`src/rtl/rwg_pkg.sv`:
```
package rwg_pkg;

    typedef enum logic [1:0] {
        REG_NONE,
        REG_CLOCK,
        REG_CTRL,
        REG_STAT
    } region_e;

    typedef enum logic [1:0] {
        SR_OP_KEEP,
        SR_OP_CLEAR,
        SR_OP_GEN,
        SR_OP_BOTH
    } sr_op_e;

    typedef struct packed {
        logic gen;
        logic reg_en;
    } latch_s;

    localparam logic [7:0] SR_CODE_CLEAR = 8'h00;
    localparam logic [7:0] SR_CODE_GEN   = 8'h02;
    localparam logic [7:0] SR_CODE_BOTH  = 8'h06;

    function automatic sr_op_e sr_decode(input logic [7:0] v);
        case (v)
            SR_CODE_CLEAR: return SR_OP_CLEAR;
            SR_CODE_GEN:   return SR_OP_GEN;
            SR_CODE_BOTH:  return SR_OP_BOTH;
            default:       return SR_OP_KEEP;
        endcase
    endfunction

    function automatic region_e region_of(input logic [7:0] addr,
                                          input int clk_base, input int clk_n,
                                          input int ctl_base, input int ctl_n,
                                          input int stat_addr);
        int a;
        a = int'(addr);
        if (a == stat_addr)                          return REG_STAT;
        if (a >= clk_base && a < clk_base + clk_n)   return REG_CLOCK;
        if (a >= ctl_base && a < ctl_base + ctl_n)   return REG_CTRL;
        return REG_NONE;
    endfunction

endpackage

```
`src/rtl/rwg_latch.sv`:
```
module rwg_latch
    import rwg_pkg::*;
(
    input  logic   clk,
    input  logic   rst,
    input  logic   apply,
    input  sr_op_e op,
    input  logic   prot_done,
    output latch_s st
);

    always_ff @(posedge clk) begin
        if (rst) begin
            st <= '0;
        end else if (apply) begin
            case (op)
                SR_OP_CLEAR: st <= '0;
                SR_OP_GEN:   st.gen <= 1'b1;
                SR_OP_BOTH:  if (st.gen) st <= '{gen: 1'b1, reg_en: 1'b1};
                default:     st <= st;
            endcase
        end else if (prot_done) begin
            st.reg_en <= 1'b0;
        end
    end


    reg_needs_gen_chk: assert property (@(posedge clk) disable iff (rst)
        st.reg_en |-> st.gen);


    both_refused_chk: assert property (@(posedge clk) disable iff (rst)
        (apply && op == SR_OP_BOTH && !st.gen && !st.reg_en) |=> !st.reg_en);


    clear_op_chk: assert property (@(posedge clk) disable iff (rst)
        (apply && op == SR_OP_CLEAR) |=> (!st.gen && !st.reg_en));

endmodule

```
`src/rtl/rwg_busy.sv`:
```
module rwg_busy #(
    parameter int unsigned CYCLES = 1000000
) (
    input  logic clk,
    input  logic rst,
    input  logic start,
    output logic busy
);

    localparam int unsigned CW = $clog2(CYCLES + 1);
    localparam logic [CW-1:0] LOAD = CW'(CYCLES);

    logic [CW-1:0] cnt;

    always_ff @(posedge clk) begin
        if (rst)             cnt <= '0;
        else if (start)      cnt <= LOAD;
        else if (cnt != '0)  cnt <= cnt - 1'b1;
    end

    assign busy = (cnt != '0);


    busy_load_chk: assert property (@(posedge clk) disable iff (rst)
        start |=> (cnt == LOAD));


    busy_step_chk: assert property (@(posedge clk) disable iff (rst)
        (busy && !start) |=> (cnt == $past(cnt) - 1'b1));

endmodule

```
`src/rtl/reg_write_guard.sv`:
```
module reg_write_guard
    import rwg_pkg::*;
#(
    parameter int unsigned BUSY_CYCLES = 1000000,
    parameter int unsigned CLK_BASE    = 'h30,
    parameter int unsigned CLK_BYTES   = 8,
    parameter int unsigned CTL_BASE    = 'h10,
    parameter int unsigned CTL_BYTES   = 5,
    parameter int unsigned STAT_ADDR   = 'h3F
) (
    input  logic       clk,
    input  logic       rst,
    input  logic       txn_start,
    input  logic       txn_stop,
    input  logic       txn_abort,
    input  logic       wr_valid,
    input  logic [7:0] wr_addr,
    input  logic [7:0] wr_data,
    input  logic       rd_strobe,
    output logic       vol_wr_ok,
    output logic       nv_wr_ok,
    output logic       gen_wr_en,
    output logic       reg_wr_en,
    output logic       busy
);

    region_e    region;
    latch_s     lat;
    logic       active;
    logic [1:0] stat_cnt;
    logic [7:0] stat_val;
    logic       other_seen;
    logic       vol_hit;
    logic       nv_hit;
    logic       byte_in;
    logic       guard_open;
    logic       end_ok;
    logic       apply;
    logic       prot_done;

    assign region = region_of(wr_addr, int'(CLK_BASE), int'(CLK_BYTES),
                              int'(CTL_BASE), int'(CTL_BYTES), int'(STAT_ADDR));

    assign byte_in    = wr_valid && active;
    assign guard_open = lat.gen && lat.reg_en && !busy;
    assign vol_wr_ok  = byte_in && (region == REG_CLOCK) && guard_open;
    assign nv_wr_ok   = byte_in && (region == REG_CTRL) && guard_open;

    assign end_ok    = txn_stop && active && !txn_abort && !txn_start;
    assign apply     = end_ok && (stat_cnt == 2'd1) && !other_seen;
    assign prot_done = end_ok && (vol_hit || nv_hit);

    always_ff @(posedge clk) begin
        if (rst) begin
            active     <= 1'b0;
            stat_cnt   <= '0;
            stat_val   <= '0;
            other_seen <= 1'b0;
            vol_hit    <= 1'b0;
            nv_hit     <= 1'b0;
        end else if (txn_start) begin
            active     <= 1'b1;
            stat_cnt   <= '0;
            other_seen <= 1'b0;
            vol_hit    <= 1'b0;
            nv_hit     <= 1'b0;
        end else if (txn_abort || txn_stop) begin
            active <= 1'b0;
        end else if (byte_in) begin
            if (region == REG_STAT) begin
                if (stat_cnt != 2'd2) stat_cnt <= stat_cnt + 1'b1;
                stat_val <= wr_data;
            end else begin
                other_seen <= 1'b1;
            end
            vol_hit <= vol_hit || vol_wr_ok;
            nv_hit  <= nv_hit || nv_wr_ok;
        end
    end

    rwg_latch u_latch (
        .clk       (clk),
        .rst       (rst),
        .apply     (apply),
        .op        (sr_decode(stat_val)),
        .prot_done (prot_done),
        .st        (lat)
    );

    rwg_busy #(.CYCLES(BUSY_CYCLES)) u_busy (
        .clk   (clk),
        .rst   (rst),
        .start (end_ok && nv_hit),
        .busy  (busy)
    );

    assign gen_wr_en = lat.gen;
    assign reg_wr_en = lat.reg_en;


    relock_chk: assert property (@(posedge clk) disable iff (rst)
        (end_ok && (vol_hit || nv_hit)) |=> (!reg_wr_en && gen_wr_en));


    abort_keeps_chk: assert property (@(posedge clk) disable iff (rst)
        (txn_abort || (txn_start && active)) |=> $stable(reg_wr_en));


    read_stable_chk: assert property (@(posedge clk) disable iff (rst)
        (rd_strobe && !end_ok) |=> ($stable(gen_wr_en) && $stable(reg_wr_en)));


    busy_begin_chk: assert property (@(posedge clk) disable iff (rst)
        (end_ok && nv_hit) |=> busy);


    permit_locked_chk: assert property (@(posedge clk) disable iff (rst)
        (vol_wr_ok || nv_wr_ok) |-> (reg_wr_en && !busy));

endmodule

```
`config.mk`:
```
export PLATFORM = sky130hd
export DESIGN_NAME = reg_write_guard
export DESIGN_NICKNAME = d
export VERILOG_FILES = /design/src/rtl/rwg_pkg.sv /design/src/rtl/rwg_latch.sv /design/src/rtl/rwg_busy.sv /design/src/rtl/reg_write_guard.sv
export SDC_FILE = /design/constraint.sdc
export NUM_CORES = 1
export LEC_CHECK = 0
export CAP_MARGIN = 20
export CORE_MARGIN = 2
export CORE_UTILIZATION = 52
export DETAILED_ROUTE_END_ITERATION = 7
export GPL_TIMING_DRIVEN = 0
export PLACE_DENSITY = 0.82
export SYNTH_ARGS = -nofsm -noshare
export SYNTH_HDL_FRONTEND = slang
export SYNTH_SLANG_ARGS = --single-unit
```
`constraint.sdc`:
```
create_clock -name clk -period 2.6 [get_ports clk]
set_input_delay 0.65 -clock clk [delete_from_list [all_inputs] [get_ports clk]]
set_output_delay 0.65 -clock clk [all_outputs]
set_load 0.01 [all_outputs]
```
Word level (Yosys, flattened, before mapping)
Cells that the tools add are included.
W data, S select, Z words.
- bitwise operators: 3
- magnitude comparators: 4
- add/subtract/negate cells: 2
- reductions and logical operators: 38
- equal/unequal tests: 13
- muxes and demuxes: 22
- operator list (kind ; number):
    $mux W20 ; 2
    $reduce_bool A20 Y1 ; 1
    $sub A20 B1 Y20 const B ; 1
    $logic_and A1 B1 Y1 ; 16
    $mux W2 ; 7
    $mux W1 ; 10
    $eq A2 B2 Y1 const B ; 4
    $eq A8 B2 Y1 const B ; 1
    $eq A8 B3 Y1 const B ; 1
    $eq A8 B7 Y1 const B ; 1
    $ge A8 B5 Y1 const B ; 1
    $ge A8 B6 Y1 const B ; 1
    $logic_not A8 Y1 ; 1
    $lt A8 B5 Y1 const B ; 1
    $lt A8 B6 Y1 const B ; 1
    $reduce_and A4 Y1 ; 2
    $eq A2 B1 Y1 const B ; 3
    $pmux W2 S3 ; 1
    $reduce_and A3 Y1 ; 2
    $reduce_bool A2 Y1 ; 3
    $logic_not A1 Y1 ; 4
    $logic_or A1 B1 Y1 ; 4
    $reduce_and A2 Y1 ; 2
    $reduce_or A2 Y1 ; 2
    8 further kinds ; 10
- output and inout bits: 5
- register bits: 36
- bits of input ports: 23
- logic and storage cells: 92

Logic depth before layout (Yosys ltp)
Gate-level depths: netlist of run 1.
- depth in word-level cells: 13
- gate-level depth with buffers: 7

Modules after synthesis
Synthesis of run 1 repeated with hierarchy kept, for this count alone.
- cell total of the unflattened synthesis: 226
- area, all modules: 1970.6 µm²
- by module, submodules not included (module ; area an instance (µm²) ; times used ; seq. area each (µm²) ; cells each):
    rwg_busy ; 1088.5 ; 1 ; 400.4 ; 134
    reg_write_guard ; 787.0 ; 1 ; 280.3 ; 83
    rwg_latch ; 95.1 ; 1 ; 40.0 ; 9

Least setup slack after synthesis of run 1
OpenSTA, ideal clock, no wires.
- path kind: register -> output
- start: register u_busy.cnt[0]
- end: output port vol_wr_ok
- arrival: 1714 ps
- data required time: 1950 ps
- buffers on the path: 1
- slack: 236 ps
- cell stages (with the launch flop): 8
- cells stage by stage: dfxtp_1 > inv_1 > ha_1 > or3b_1 > nor3_2 > buf_4 > nand4_1 > nor2_1
- cells in the longest elaborated chain, start to end: 4
- ends and longest elaborated chain (element ; RTL line ; source):
    from (decl) ; rwg_busy.sv:13 ; logic [CW-1:0] cnt;
    from (signal assigned) ; rwg_busy.sv:18 ; else if (cnt != '0) cnt <= cnt - 1'b1;
    $reduce_bool A20 Y1 ; rwg_busy.sv:21 ; assign busy = (cnt != '0);
    $logic_not A1 Y1 ; reg_write_guard.sv:45 ; assign guard_open = lat.gen && lat.reg_en && !busy;
    $logic_and A1 B1 Y1 ; reg_write_guard.sv:45 ;
    $logic_and A1 B1 Y1 ; reg_write_guard.sv:46 ; assign vol_wr_ok = byte_in && (region == REG_CLOCK) && guard_open;
    to (decl) ; reg_write_guard.sv:20 ; output logic vol_wr_ok,
Every way passes these cells.

Final worst setup path of run 1
- start: register u_busy.cnt[3]
- end: output port vol_wr_ok
Same word-level chain as after synthesis.

==> impl_metrics.tcl, run 1 <==
set metrics [dict create \
    status "finished clean" \
    area_delta_synth_final_pct 29.55 \
    port_buffers 26 \
    synth_nets 246 \
    gr-total-overflow 0 \
    synthFlopType "dfxtp_1" \
    cp_slowest_cell "or4_4" \
    multi_input_area_um2 1185 \
    cellLeakagePower_nw 0.8992 \
    syn_area_um2 1931 \
    avgViaCountPerCell 6.142 \
    switchingPower_w 0.001396 \
    tns_ps 0 \
    seqCellArea_um2 739.5 \
    htree_levels 2 \
    row_count 22 \
    firstDrtPassIters 4 \
    grt_util_all_layers_pct 25.14 \
    startpoint "u_busy.cnt[3]$_SDFFE_PP0P_" \
    cp_slowest_stage_delay_ps 540 \
    synth_common_cells "dfxtp_1, nor2_1, nand2_1" \
    die_x_um 64.93 \
    hold_path.class "register to register" \
    dieArea_um2 4216 \
    dr.first_iter.drc_count 85 \
    synth_area_leaders "dfxtp_1, mux2i_1, nor2_1" \
    synth.distinct_cells 53 \
    swShare_pct 43.68 \
    relSlewSlack_pct 51.58 \
    dpl.hpwl_mm 3.324 \
    power_frac_comb_pct 61.1 \
    ant_nets 0 \
    dp.cells 294 \
    slew_viol_final 0 \
    synth.most_common_cell "dfxtp_1" \
    maxCapViolCount 0 \
    antenna_cells 0 \
    pwr-share-seq_pct 26.5 \
    ys_seq_elements 36 \
    synth.yosys.seq_area_share_pct 37.33 \
    start_util_pct 53.54 \
    worst_slack_ps 32.02 \
    grt_pass1_wl_mm 8.266 \
    cts-root-buf "clkbuf_8" \
    finalHoldViolCount 0 \
    regToRegSetupSlack_ps 340 \
    avgSynthCellArea_um2 8.775 \
    grt_max_degree 13 \
    cts_hold_buf 0 \
    intPower_w 0.001801 \
    critPathArrivalTime_ps 1920 \
    setup_viol 0 \
    synth_edf_count 0 \
    tightest_slew_ps 719.7 \
    fin_util_pct 69.36 \
    async_flop_share_pct 0 \
    clock.fmax_mhz 389.4 \
    yosysWarnings 0 \
    criticalPathCategory "register to output pin" \
    route.detailed.drc 0 \
    period_share_pct 98.77 \
    grt_setup_unrepaired "true" \
    clock_power_share_pct 12.5 \
    crit_fanout 4 \
    power.total_w 0.003197 \
    fin_crit_ps 2568 \
    drt-total-wl_mm 5.193 \
    crit_path_end_kind "output pin" \
    fillCellCount 284 \
    clock_skew_ps 9.862 \
    cp_cell_sequence "or4_4 -> nor3_4 -> buf_6 -> nand4_1 -> nor2_1 -> buf_2" \
    synth_top_area_cell "dfxtp_1" \
    cts_buffers 5 \
    ioPinCount 28 \
    synth_top_area_share_pct 37.33 \
    clkLatencyLatePin_ps 290 \
    ir_worst_vdd_mv 1.007 \
    clkTransAtPathRegs_ps 80 \
    core_um2 3606 \
    clockBufferDepth 2 \
    syn_inst 220 \
    antenna_found_initial 0 \
    critical_path.startpoint_type "register" \
    avgRoutedWirePerCell_um 16.43 \
    grt_pass1_vias 1750 \
    place_ws_ps -517.0 \
    fp.dieH_um 64.93 \
    powerDensity_nw_per_um2 1278 \
    cp.required_ps 1950 \
    vias 1941 \
    timing.rr.start "u_busy.cnt[0]$_SDFFE_PP0P_" \
    post_route_cells_drive_above_1_share_pct 20.15 \
    routabilityCongestion 0.8795 \
    min_from "vol_hit$_SDFFE_PP0P_" \
    final_cells 316 \
    final_nets 293 \
    tritoncts "yes" \
    clkSinkCount 36 \
]
==> state kept, by name (all words and copies together), names as in the netlist <==
signal and flops:
nv_hit 1, active 1, stat_val 8, other_seen 1, stat_cnt 2, vol_hit 1, u_busy.cnt 20, u_latch.st 2
==> worst paths after layout <==
check	depth (start not counted)	to
setup / recovery	6	vol_wr_ok
hold / removal	2	vol_hit$_SDFFE_PP0P_
setup reg to reg	7	u_busy.cnt[9]$_SDFFE_PP0P_
hold reg to reg	2	vol_hit$_SDFFE_PP0P_
==> stage by stage <==
step                cell area (µm²)  hold slack, ps
finish                         2501           459.7
global route                   2501           486.7
CTS                            2456           465.2
detailed placement             2251           454.5
global placement               2251           449.6
floorplan                      1931           425.1
==> placed cells by master, fill, tap and decap left out, types with 4 or more instances in the layout <==
cell / n
dfxtp_1: 29
nor2_1: 24
clkdlybuf4s50_1: 23
nand2_1: 17
buf_4: 15
mux2i_1: 13
nand2b_1: 9
a21oi_1: 8
inv_1: 7
nor4_1: 7
or4_1: 7
a31oi_1: 7
nand4_1: 6
o31ai_1: 6
nand3_1: 6
clkbuf_8: 5
dfxtp_4: 4
==> per-layer routing <==
layer	up-vias	track usage (%)	wire (µm)	share of wire, %
met5	-	0	0	0
met4	0	8.511	119	2.3
met3	15	4.340	375	7.2
met2	87	40.21	2463	47
met1	908	34.20	2235	43
li1	931	-	-	-
==> kinds of logic after synthesis <==
logic type	synth area share, %
DFF	37.33
xor gates and xnor gates	0.4537
buffers and inverters	3.369
and+or+nand+nor	33.18
muxes	6.740
adders and majority gates	1.944
AOI/OAI and AO/OA	16.98
==> power groups by stage <==
stage,registers [W],logic [W],clock network [W]
2_1_floorplan,0.000807,0.00104,0
5_1_grt,0.000868,0.00209,0.000433
3_5_place_dp,0.000844,0.00136,0
4_1_cts,0.000844,0.00180,0.000404
3_3_place_gp,0.000837,0.00133,0
6_report,0.000847,0.00195,0.000399
==> repair_timing <==
action	in CTS	in global routing
pin swaps	6	3
hold endpoints to repair	0	0
cloned	0	0
gates resized for setup	27	9
endpoints found under the setup margin	3	3
buffers inserted	10	5
==> final cells by class <==
cell class              instances  area share (%)
inverters                      10           1.501
flip-flops and latches         36           29.56
multi-input cells             168           47.37
clock buffers                   5           2.751
clock inverters                 3          0.7504
plain buffers                   5           1.351
repair buffers                 41           14.31
well taps                      48           2.401
==> critical path, delay by kind of cell, from the launching register on <==
kind	cells	cell delay, ps
buffers and inverters	2	280
flip-flops	1	360
AND/OR/NAND/NOR	4	980
No activity file was read; power rests on OpenSTA's default activity.
==> run 2, diff against run 1 <==
--- a/config.mk
+++ b/config.mk
@@ -11,6 +11,7 @@
 export DETAILED_ROUTE_END_ITERATION = 7
 export GPL_TIMING_DRIVEN = 0
 export PLACE_DENSITY = 0.82
+export SETUP_SLACK_MARGIN = 0.5
 export SYNTH_ARGS = -nofsm -noshare
 export SYNTH_HDL_FRONTEND = slang
 export SYNTH_SLANG_ARGS = --single-unit
==> impl_metrics.tcl, run 2 (synthesized netlist as in run 1, its figures left out) <==
set metrics [dict create \
    swShare_pct 42.54 \
    tritoncts "yes" \
    hold_path.class "register to register" \
    dpl.hpwl_mm 3.328 \
    crit_fanout 2 \
    antenna_found_initial 0 \
    final_area_um2 2654 \
    clkTransAtPathRegs_ps 70 \
    maxCapViolCount 0 \
    grt_util_all_layers_pct 26.42 \
    relSlewSlack_pct 64.05 \
    tightest_slew_ps 534.3 \
    intPower_w 0.001920 \
    route.detailed.drc 0 \
    clock.fmax_mhz 380.0 \
    drt-total-wl_mm 5.315 \
    period_share_pct 101.2 \
    ioPinCount 28 \
    cp.required_ps 1950 \
    fillCellCount 251 \
    fp.dieH_um 64.93 \
    clock_power_share_pct 11.2 \
    htree_levels 2 \
    final_nets 300 \
    crit_path_end_kind "output pin" \
    power_frac_comb_pct 63.3 \
    largest_reg_flops 20 \
    slew_viol_final 0 \
    clock_skew_ps 8.667 \
    fin_crit_ps 2632 \
    routabilityCongestion 0.8168 \
    avgRoutedWirePerCell_um 16.51 \
    layout_commonest_cell "dfxtp_1" \
    setup_viol 2 \
    criticalPathCategory "register to output pin" \
    critPathArrivalTime_ps 1980 \
    worst_slack_ps -31.82 \
    ir_worst_vdd_mv 1.227 \
    power.total_w 0.003342 \
    cp_cell_sequence "or4_4 -> nor3_4 -> buf_6 -> nand4_1 -> nor2_2 -> buf_2" \
    dieArea_um2 4216 \
    avgViaCountPerCell 6.056 \
    clkSinkCount 36 \
    clockBufferDepth 2 \
    powerDensity_nw_per_um2 1259 \
    critical_path.startpoint_type "register" \
    core_um2 3606 \
    antenna_cells 0 \
    cts_hold_buf 0 \
    post_route_cells_drive_above_1_share_pct 26.64 \
    placed_cell_area_um2 2307 \
    gr-total-overflow 0 \
    die_x_um 64.93 \
    cellLeakagePower_nw 0.9700 \
    reg.largest.list "u_busy.cnt (20), stat_val (8)" \
    ant_nets 0 \
    cts_buffers 5 \
    grt_pass1_wl_mm 8.480 \
    cts-root-buf "clkbuf_8" \
    violations "negative setup slack" \
    area_delta_synth_final_pct 37.46 \
    dr.first_iter.drc_count 137 \
    finalHoldViolCount 0 \
    final_cell_mix "dfxtp_1, nor2_1, clkdlybuf4s50_1" \
    cp_slowest_stage_delay_ps 560 \
    clkLatencyLatePin_ps 300 \
    status "complete, but fails checks" \
    start_util_pct 53.54 \
    largest-register "u_busy.cnt" \
    pwr-share-seq_pct 25.5 \
    switchingPower_w 0.001422 \
    grt_max_degree 11 \
    cp_slowest_cell "or4_4" \
    grt_pass1_vias 1814 \
    vias 1950 \
    firstDrtPassIters 4 \
    port_buffers 26 \
    grt_setup_unrepaired "true" \
    row_count 22 \
]
-- run 2: cell types whose count changed in the layout (fill, tap and decap cells not counted), moves of 2 or more --
cell,delta
nor4_1,-3
nor2_1,-2
nand4bb_1,-2
buf_6,+3
dfxtp_2,+5
nor4_2,+3
buf_4,+2
nand4bb_4,+2
dfxtp_1,-4
nor2_2,+2
-- run 2: metal layers --
metal	wire [µm]	vias up	share of wire, %	track usage [%]
li1	-	944	-	-
met1	2305	907	43	34.53
met2	2499	87	47	42.27
met3	400	12	7.5	6.771
met4	110	0	2.1	9.043
met5	0	-	0	0
-- run 2: area by class of cell --
type	count	area (µm²)	area share [%]
inverter	10	37.54	1.414
tap	48	60.06	2.263
sequential	36	742.0	27.96
clock buffer	6	72.57	2.735
multi-input combinational	168	1256	47.34
timing repair buffer	47	429.2	16.17
clock inverter	1	5.005	0.1886
buffer	6	51.30	1.933
-- run 2: path summary, 6_finish.rpt --
path / startpoint / endpoint / slack [ps] / cells after the start
min: vol_hit$_SDFFE_PP0P_ / vol_hit$_SDFFE_PP0P_ / 450 / 2
max reg2reg: u_busy.cnt[3]$_SDFFE_PP0P_ / nv_hit$_SDFFE_PP0P_ / 520 / 8
max: u_busy.cnt[3]$_SDFFE_PP0P_ / vol_wr_ok / -30 / 6
min reg2reg: vol_hit$_SDFFE_PP0P_ / vol_hit$_SDFFE_PP0P_ / 450 / 2
-- run 2: per-stage QoR --
stage          util [%]  hold slack [ps]  instances  setup slack (ps)  TNS, ps
2_1_floorplan         -            425.1        220             347.9        0
3_3_place_gp      63.98            436.7        294            -307.9   -855.4
3_5_place_dp      63.98            440.8        294            -321.6    -1164
4_1_cts           70.23            450.5        315            -15.00   -15.00
5_1_grt           73.59            497.0        322            -78.98   -159.9
6_report          73.59            450.8        322            -31.82   -51.08
-- run 2: power groups by stage --
stage          sequential (W)  clock [W]  combinational (W)
5_1_grt              0.000870   0.000405            0.00228
4_1_cts              0.000842   0.000377            0.00191
2_1_floorplan        0.000823          0            0.00121
6_report             0.000851   0.000376            0.00211
3_3_place_gp         0.000851          0            0.00151
3_5_place_dp         0.000858          0            0.00155
-- run 2: timing repair --
action                     in CTS  in global routing
setup endpoints to repair      23                 33
hold endpoints to repair        0                  0
setup buffers                  14                  7
pin swaps                      10                  4
gates resized for setup        28                 14
-- run 2: critical path, delay by kind of cell, from the launching register on --
family | cells | cell delay [ps]
and+or+nand+nor | 4 | 1080
DFF | 1 | 350
buffers and inverters | 2 | 260
